<file path="config.mk">
export PLATFORM = sky130hd
export DESIGN_NAME = edge_mask_unit
export DESIGN_NICKNAME = d
export VERILOG_FILES = /design/src/rtl/edge_mask_pkg.sv /design/src/rtl/edge_lane_mask.sv /design/src/rtl/edge_flag_calc.sv /design/src/rtl/edge_mask_unit.sv
export SDC_FILE = /design/constraint.sdc
export NUM_CORES = 1
export LEC_CHECK = 0
export BUFFER_PORTS_ARGS = -buffer_cell sky130_fd_sc_hd__buf_2
export CORE_ASPECT_RATIO = 0.9
export CORE_MARGIN = 5
export CORE_UTILIZATION = 55
export CTS_BUF_LIST = sky130_fd_sc_hd__clkbuf_2 sky130_fd_sc_hd__clkbuf_4 sky130_fd_sc_hd__clkbuf_8
export CTS_CLUSTER_DIAMETER = 150
export DETAILED_ROUTE_END_ITERATION = 8
export PLACE_DENSITY_LB_ADDON = 0.05
export SLEW_MARGIN = 20
export SYNTH_ARGS = -nofsm -noshare
export SYNTH_HDL_FRONTEND = slang
export SYNTH_HIERARCHICAL = 1
export SYNTH_SLANG_ARGS = --single-unit
</file>
<file path="constraint.sdc">
create_clock -name clk -period 3.92 [get_ports clk]
set_input_delay 0.196 -clock clk [delete_from_list [all_inputs] [get_ports clk]]
set_output_delay 0.196 -clock clk [all_outputs]
set_load 0.01 [all_outputs]
</file>
<file path="src/rtl/edge_mask_pkg.sv">
package edge_mask_pkg;
  localparam int BLOCK_BYTES = 8;
  localparam int OFS_W       = 3;
  localparam int N_SIZES     = 3;

  typedef enum logic [1:0] {
    ELEM_BYTE = 2'd0,
    ELEM_HALF = 2'd1,
    ELEM_WORD = 2'd2,
    ELEM_RSV  = 2'd3
  } elem_e;

  typedef struct packed {
    logic n;
    logic z;
    logic v;
    logic c;
  } nzvc_t;
endpackage

</file>
<file path="src/rtl/edge_lane_mask.sv">
module edge_lane_mask
  import edge_mask_pkg::*;
#(
  parameter int LOG_ESZ = 0
) (
  input  logic [OFS_W-1:0]       ofs_l,
  input  logic [OFS_W-1:0]       ofs_r,
  input  logic                   little,
  output logic [BLOCK_BYTES-1:0] left_m,
  output logic [BLOCK_BYTES-1:0] right_m
);
  localparam int LANES = BLOCK_BYTES >> LOG_ESZ;
  localparam int IDX_W = OFS_W - LOG_ESZ;
  localparam logic [IDX_W-1:0] LAST = IDX_W'(LANES - 1);

  logic [IDX_W-1:0] idx_l, idx_r, span_r;
  logic [LANES-1:0] ones, l_m, r_m;

  assign idx_l  = ofs_l[OFS_W-1:LOG_ESZ];
  assign idx_r  = ofs_r[OFS_W-1:LOG_ESZ];
  assign span_r = LAST - idx_r;
  assign ones   = '1;

  always_comb begin
    if (little) begin
      l_m = ones << idx_l;
      r_m = ones >> span_r;
    end else begin
      l_m = ones >> idx_l;
      r_m = ones << span_r;
    end
  end

  assign left_m  = BLOCK_BYTES'(l_m);
  assign right_m = BLOCK_BYTES'(r_m);
endmodule

</file>
<file path="src/rtl/edge_flag_calc.sv">
module edge_flag_calc
  import edge_mask_pkg::*;
#(
  parameter int ADDR_W   = 64,
  parameter int NARROW_W = 32
) (
  input  logic [ADDR_W-1:0] a,
  input  logic [ADDR_W-1:0] b,
  output nzvc_t             f_wide,
  output nzvc_t             f_narrow
);
  logic [ADDR_W:0]   d_wide;
  logic [NARROW_W:0] d_narrow;

  assign d_wide   = {1'b0, a} - {1'b0, b};
  assign d_narrow = {1'b0, a[NARROW_W-1:0]} - {1'b0, b[NARROW_W-1:0]};

  assign f_wide.n = d_wide[ADDR_W-1];
  assign f_wide.z = (d_wide[ADDR_W-1:0] == '0);
  assign f_wide.v = (a[ADDR_W-1] ^ b[ADDR_W-1]) & (a[ADDR_W-1] ^ d_wide[ADDR_W-1]);
  assign f_wide.c = d_wide[ADDR_W];

  assign f_narrow.n = d_narrow[NARROW_W-1];
  assign f_narrow.z = (d_narrow[NARROW_W-1:0] == '0);
  assign f_narrow.v = (a[NARROW_W-1] ^ b[NARROW_W-1]) & (a[NARROW_W-1] ^ d_narrow[NARROW_W-1]);
  assign f_narrow.c = d_narrow[NARROW_W];
endmodule

</file>
<file path="src/rtl/edge_mask_unit.sv">
module edge_mask_unit
  import edge_mask_pkg::*;
#(
  parameter int ADDR_W   = 64,
  parameter int NARROW_W = 32,
  parameter int MASK_W   = 64
) (
  input  logic              clk,
  input  logic              rst_n,
  input  logic              in_valid,
  output logic              in_ready,
  input  logic [ADDR_W-1:0] addr_a,
  input  logic [ADDR_W-1:0] addr_b,
  input  logic [3:0]        variant,
  input  logic              narrow_mode,
  output logic              out_valid,
  input  logic              out_ready,
  output logic [MASK_W-1:0] mask_out,
  output logic [3:0]        flags_lo,
  output logic [3:0]        flags_hi,
  output logic              flags_we
);
  localparam int BLK_W = ADDR_W - OFS_W;

  logic [BLOCK_BYTES-1:0] lm [N_SIZES];
  logic [BLOCK_BYTES-1:0] rm [N_SIZES];

  genvar g;
  generate
    for (g = 0; g < N_SIZES; g++) begin : g_size
      edge_lane_mask #(.LOG_ESZ(g)) u_lane (
        .ofs_l  (addr_a[OFS_W-1:0]),
        .ofs_r  (addr_b[OFS_W-1:0]),
        .little (variant[1]),
        .left_m (lm[g]),
        .right_m(rm[g])
      );
    end
  endgenerate

  elem_e                  esz;
  logic [BLOCK_BYTES-1:0] sel_l, sel_r, mask_nxt;
  logic [ADDR_W-1:0]      eff_a, eff_b;
  logic                   same_blk, quiet, take;
  nzvc_t                  fw, fn;

  assign esz = elem_e'(variant[3:2]);

  always_comb begin
    case (esz)
      ELEM_HALF: begin sel_l = lm[1]; sel_r = rm[1]; end
      ELEM_WORD: begin sel_l = lm[2]; sel_r = rm[2]; end
      default:   begin sel_l = lm[0]; sel_r = rm[0]; end
    endcase
  end

  assign eff_a    = narrow_mode ? ADDR_W'(addr_a[NARROW_W-1:0]) : addr_a;
  assign eff_b    = narrow_mode ? ADDR_W'(addr_b[NARROW_W-1:0]) : addr_b;
  assign same_blk = (eff_a[ADDR_W-1 -: BLK_W] == eff_b[ADDR_W-1 -: BLK_W]);
  assign mask_nxt = same_blk ? (sel_l & sel_r) : sel_l;
  assign quiet    = variant[0];

  edge_flag_calc #(.ADDR_W(ADDR_W), .NARROW_W(NARROW_W)) u_flags (
    .a       (addr_a),
    .b       (addr_b),
    .f_wide  (fw),
    .f_narrow(fn)
  );

  assign in_ready = !out_valid || out_ready;
  assign take     = in_valid && in_ready;

  always_ff @(posedge clk) begin
    if (!rst_n) begin
      out_valid <= 1'b0;
      mask_out  <= '0;
      flags_lo  <= '0;
      flags_hi  <= '0;
      flags_we  <= 1'b0;
    end else if (take) begin
      out_valid <= 1'b1;
      mask_out  <= MASK_W'(mask_nxt);
      flags_we  <= !quiet;
      if (!quiet) begin
        flags_lo <= fn;
        flags_hi <= fw;
      end
    end else if (out_ready) begin
      out_valid <= 1'b0;
    end
  end
endmodule


</file>
Yosys cells after proc, flatten, opt, wreduce, memory -nomap -nowiden
Cells that the tools add are included.
{"block": "classes", "n_addsub": 5, "eq_ne": 3, "n_shift": 12, "muxes": 13, "n_bitwise": 8, "reduce_logical": 8}
{"op": "64-bit two-way mux", "n": 2}
{"op": "64-bit by 64-bit subtractor with 65-bit output", "n": 1}
{"op": "64-bit logical NOT", "n": 1}
{"op": "61-bit equality test", "n": 1}
{"op": "32-bit by 32-bit subtractor with 33-bit output", "n": 1}
{"op": "32-bit logical NOT", "n": 1}
{"op": "8-bit case mux with 2 select lines", "n": 2}
{"op": "8-bit two-way mux", "n": 3}
{"op": "8-bit by 3-bit left shift with 8-bit output, first input constant", "n": 2}
{"op": "8-bit by 3-bit right shift with 8-bit output, first input constant", "n": 2}
{"op": "8-bit AND", "n": 1}
{"op": "4-bit two-way mux", "n": 2}
{"op": "4-bit by 2-bit left shift with 4-bit output, first input constant", "n": 2}
{"op": "4-bit by 2-bit right shift with 4-bit output, first input constant", "n": 2}
{"op": "2-bit two-way mux", "n": 2}
{"op": "2-bit by 1-bit left shift with 2-bit output, first input constant", "n": 2}
{"op": "2-bit by 1-bit right shift with 2-bit output, first input constant", "n": 2}
{"op": "1-bit XOR", "n": 4}
{"op": "3-bit subtractor, first input constant", "n": 1}
{"op": "1-bit AND", "n": 2}
{"op": "2-bit by 1-bit equality test with 1-bit output, second input constant", "n": 1}
{"op": "2-bit equality test, second input constant", "n": 1}
{"op": "1-bit logical NOT", "n": 2}
{"op": "1-bit two-way mux", "n": 2}
{"op": "7 further kinds", "n": 7}
{"block": "totals", "regBits": 18, "inputBits": 137, "out_inout_bits": 75, "word_cells": 54}

Logic depth before layout (Yosys ltp)
{"block": "depth", "ltp_word": 6, "mapped_depth": 16, "ltp_nobuf": 16}

Cells and area by module
Netlist, hierarchy kept.
{"module": "edge_flag_calc", "instances": 1, "cells_each": 791, "area_per_inst_um2": 5027.3, "seq_area_each_um2": 0.0}
{"module": "edge_mask_unit", "instances": 1, "cells_each": 283, "area_per_inst_um2": 2244.7, "seq_area_each_um2": 360.3}
{"module": "edge_lane_mask (g_size[0].u_lane)", "instances": 1, "cells_each": 29, "area_per_inst_um2": 187.7, "seq_area_each_um2": 0.0}
{"module": "edge_lane_mask (g_size[2].u_lane)", "instances": 1, "cells_each": 17, "area_per_inst_um2": 116.4, "seq_area_each_um2": 0.0}
{"module": "edge_lane_mask (g_size[1].u_lane)", "instances": 1, "cells_each": 19, "area_per_inst_um2": 115.1, "seq_area_each_um2": 0.0}

Worst setup path after synthesis
OpenSTA, ideal clock, no wires.
{"block": "synth_timing", "path_type": "input to register", "start": "input port addr_a[0]", "end": "register flags_hi[2]", "setup_ns": 0.076, "arrival_time_ns": 3.267, "required_time_ns": 3.844, "path_slack_ns": 0.577, "stages": 16, "n_path_buf": 0, "cell_sequence": "inv_1 -> ha_1 -> fa_1 -> nand2b_1 -> a211oi_2 -> o211ai_1 -> a31oi_1 -> a21oi_1 -> o21ai_1 -> a21boi_0 -> xor2_1 -> nand4_1 -> or4_1 -> nor4_2 -> nand2_1 -> a21boi_0"}
{"item": "from (decl)", "line_no": "edge_mask_unit.sv:12", "rtl": "input logic [ADDR_W-1:0] addr_a,"}
{"item": "to (signal assigned)", "line_no": "edge_mask_unit.sv:86", "rtl": "flags_hi <= fw;"}
{"item": "to (decl)", "line_no": "edge_mask_unit.sv:20", "rtl": "output logic [3:0] flags_hi,"}

==> results.py <==
metrics = {
    "run_status": {
        "outcome": "complete, no violations",
    },
    "floorplan": {
        "core_area_sq_mm": 0.0139,
        "row_count": 41,
        "start_util_pct": 55.5,
        "io_pins": 212,
        "die_width_microns": 135,
        "dieArea_sq_mm": 0.0165,
        "floorplan.die.height_microns": 122,
    },
    "synth": {
        "synth_mux_area_share_pct": 2.39,
        "synth.yosys.seq_area_share_pct": 4.69,
        "synth_area_sq_mm": 0.00769,
        "synth_top_area_share_pct": 10.7,
        "post_synth_fa_ha_maj_area_fraction_pct": 11.0,
        "proportion_of_register_bits_with_asynchronous_set_or_reset_after_synthesis_pct": 0,
        "synth_compound_gate_area_share_pct": 30.1,
        "number_of_synthesized_register_bits": 18,
        "largest_family_of_logic_cells_by_synthesized_area": "compound AO/OA/AOI/OAI gates",
        "synth_edf_count": 0,
        "number_of_warnings_reported_in_the_yosys_synthesis_log": 6,
        "area_fraction_in_and_or_nand_and_nor_cells_after_synthesis_pct": 23.5,
        "synth_top_cells_by_area": "ha_1 11%, buf_4 8.5%, a21oi_1 6.1%, nand2_1 6.0%, xor2_1 5.9%",
        "synthesized_instance_count": 1139,
        "synthFlopType": "dfxtp_1",
        "postSynthAreaPerCell_sq_um": 6.75,
        "synth-xor-area-share_pct": 11.4,
        "yosys.cell_types.count": 94,
        "yosys.area.top_type": "ha_1",
    },
    "power": {
        "power.static_leakage_nw": 3.91,
        "power.density_cell_area_mw_per_mm2": 191,
        "worst_ir_drop_vdd_mv": 0.115,
    },
    "global_routing": {
        "track_usage_pct": 27.0,
        "antenna_violations_before_repair": 0,
        "wire_length_of_the_first_global_routing_pass_microns": 36800,
        "grt.overflow.total": 0,
        "grt_start_max_net_pins": 33,
        "grt_pass1_vias": 7302,
    },
    "detailed_routing": {
        "route.detailed.wl_per_inst_microns": 16.5,
        "final_antenna_net_count": 0,
        "postRouteWirelength_microns": 23700,
        "via_per_inst": 5.84,
        "vias": 8385,
        "first_iter_violations": 708,
        "detail_route.drc_violations": 0,
        "first_pass_iters": 5,
    },
    "critical_path": {
        "critical-path-max-stage-delay_ns": 0.38,
        "cp-end-kind": "flip-flop",
        "critical_path.n_buffers_inverters": 2,
        "cp_data_required_time_ns": 4.11,
        "critical-path-slowest-cell": "fa_1",
        "start_kind": "primary input",
        "criticalPathCategory": "primary input to flip-flop",
        "path_delay_family": "compound AO/OA/AOI/OAI gates",
        "cp_cell_sequence": "buf_2 > inv_1 > ha_1 > fa_1 > nand2b_1 > a211oi_2 > o21ai_0 > a21oi_1 > or3_1 > a211oi_2 > a21boi_1 > mux2_1 > nor4_1 > nand4_1 > nor4_2 > nand2_1 > a21boi_0",
        "cp_common_cell": "a211oi_2",
        "critical_path_at_ns": 3.79,
        "crit_path_max_fanout": 4,
    },
    "clock_network": {
        "later_pin_clock_latency_in_the_skew_report_ns": 0.26,
        "ctsLongestPathBuffers": 2,
        "postCtsHoldBufs": 0,
        "cts_tree": "yes",
        "clkTransAtPathRegs_ns": 0.08,
        "cts-buffers-inserted": 3,
        "clock_sink_count": 18,
        "root_buffer": "clkbuf_8",
        "deepest_level_of_the_cts_h_tree": 1,
    },
    "cells_and_area": {
        "finalNetCount": 1468,
        "n_fill_cell": 1433,
        "antenna-diode-count": 0,
        "drive_above_1_share_pct": 18.7,
        "leading_cell_type_in_the_layout_fill_and_taps_excluded": "buf_2",
        "stdcell_count": 1435,
        "layout.cells.most_common_list": "155 x buf_2, 122 x nand2_1, 94 x a21oi_1",
        "area_delta_synth_final_pct": 7.08,
    },
    "sta": {
        "tightestPinTransition_ns": 0.832,
        "skew_ns": 0.00292,
        "rsz0062_at_grt": "false",
        "max-slew-margin-rel_pct": 44.1,
        "final.period_utilization_pct": 91.8,
        "maxSlewViolCount": 0,
        "fmax_mhz": 278,
        "finalCriticalPeriod_ns": 3.60,
        "tns_ns": 0,
        "hold_viol": 0,
        "setup_violations_final": 0,
    },
    "placement": {
        "place.gp.congestion": 0.988,
        "placement.io_buffers": 155,
        "place_inst": 1431,
        "hpwl_detailed_microns": 20200,
    },
    "run": {
        "max_cap_viol_count": 0,
    },
    "worst_hold_path": {
        "worstHoldPathType": "primary input to flip-flop",
    },
}
## cell families after synthesis
family / after synthesis
compound gates: 360
xor+xnor: 100
fa+ha+maj: 67
buf+inv: 221
flops: 18
mux: 17
other cells: 3
simple gates: 353
## final timing paths
path                             startpoint          end  slack, ns  depth (start not counted)
worst min register to register  flags_lo[0]  flags_lo[0]       0.48                          2
worst max register to register    out_valid  mask_out[5]       2.43                          5
worst min-delay path               in_valid    out_valid       0.19                          3
worst max-delay path              addr_a[0]  flags_hi[2]       0.32                         17
## per-stage QoR
stage / cell area [sq um] / total power, mW / setup slack [ns] / hold slack [ns] / util, %
final: 8240 / 1.57 / 0.321 / 0.191 / 59.5
after floorplan: 7970 / 1.11 / 0.577 / 0.335 / -
after global placement: 8170 / 1.39 / 0.186 / 0.467 / 59.0
after detailed placement: 8170 / 1.39 / 0.101 / 0.470 / 59.0
after global routing: 8240 / 1.71 / 0.0466 / 0.192 / 59.5
after CTS: 8230 / 1.55 / 0.359 / 0.193 / 59.4
## Yosys cell counts (all sizes together) (5+ instances only)
cell type,n
nor3b,5
and3,6
buf,112
nand2,127
nand3,25
nor4,18
a22oi,17
nand4,36
a21boi,16
mux2i,6
o21bai,8
nor3,16
a31oi,19
a211oi,20
nand2b,9
and2,5
dfxtp,18
o21ai,93
xnor2,48
inv,91
clkbuf,18
mux2,11
o211ai,10
a21o,16
o21a,20
nor2,83
o22ai,5
xor2,52
o2111ai,5
nor2b,5
a21oi,97
ha,66
## state kept, by name, indices dropped and copies added (netlist names)
name and count:
mask_out 8, flags_lo 4, out_valid 1, flags_we 1, flags_hi 4
## power breakdown
| group | switching, mW | leakage, nW | internal [mW] | total (mW) |
|---|---|---|---|---|
| combinational | 0.744 | 3.74 | 0.468 | 1.21 |
| sequential | 0.00786 | 0.147 | 0.194 | 0.202 |
| clock | 0.0681 | 0.0288 | 0.0894 | 0.158 |
## worst min-delay path: stages
cell	delay [ns]
buf_2	0.11
inv_1	0.04
a21boi_0	0.06
## layer usage
| metal | global-route usage [%] | vias to the layer above | share of wire [%] |
|---|---|---|---|
| li1 | - | 4159 | - |
| met1 | 41.0 | 3833 | 47 |
| met2 | 42.8 | 377 | 43 |
| met3 | 1.98 | 16 | 8.4 |
| met4 | 2.86 | 0 | 0.80 |
| met5 | 0 | - | 0 |
## what timing repair did
item / CTS / global route
buffers inserted: 0 / 0
gates resized for setup: 0 / 1
endpoints found under the setup margin: 0 / 1
## area by class of cell
| type | count | area, sq um | area share (%) |
|---|---|---|---|
| Multi-Input combinational cell | 973 | 6320 | 76.7 |
| Timing Repair Buffer | 177 | 941 | 11.4 |
| Sequential cell | 18 | 360 | 4.38 |
| Inverter | 91 | 344 | 4.18 |
| Tap cell | 172 | 215 | 2.61 |
| Clock buffer | 4 | 55.1 | 0.668 |
No activity file was read; power rests on OpenSTA's default activity.
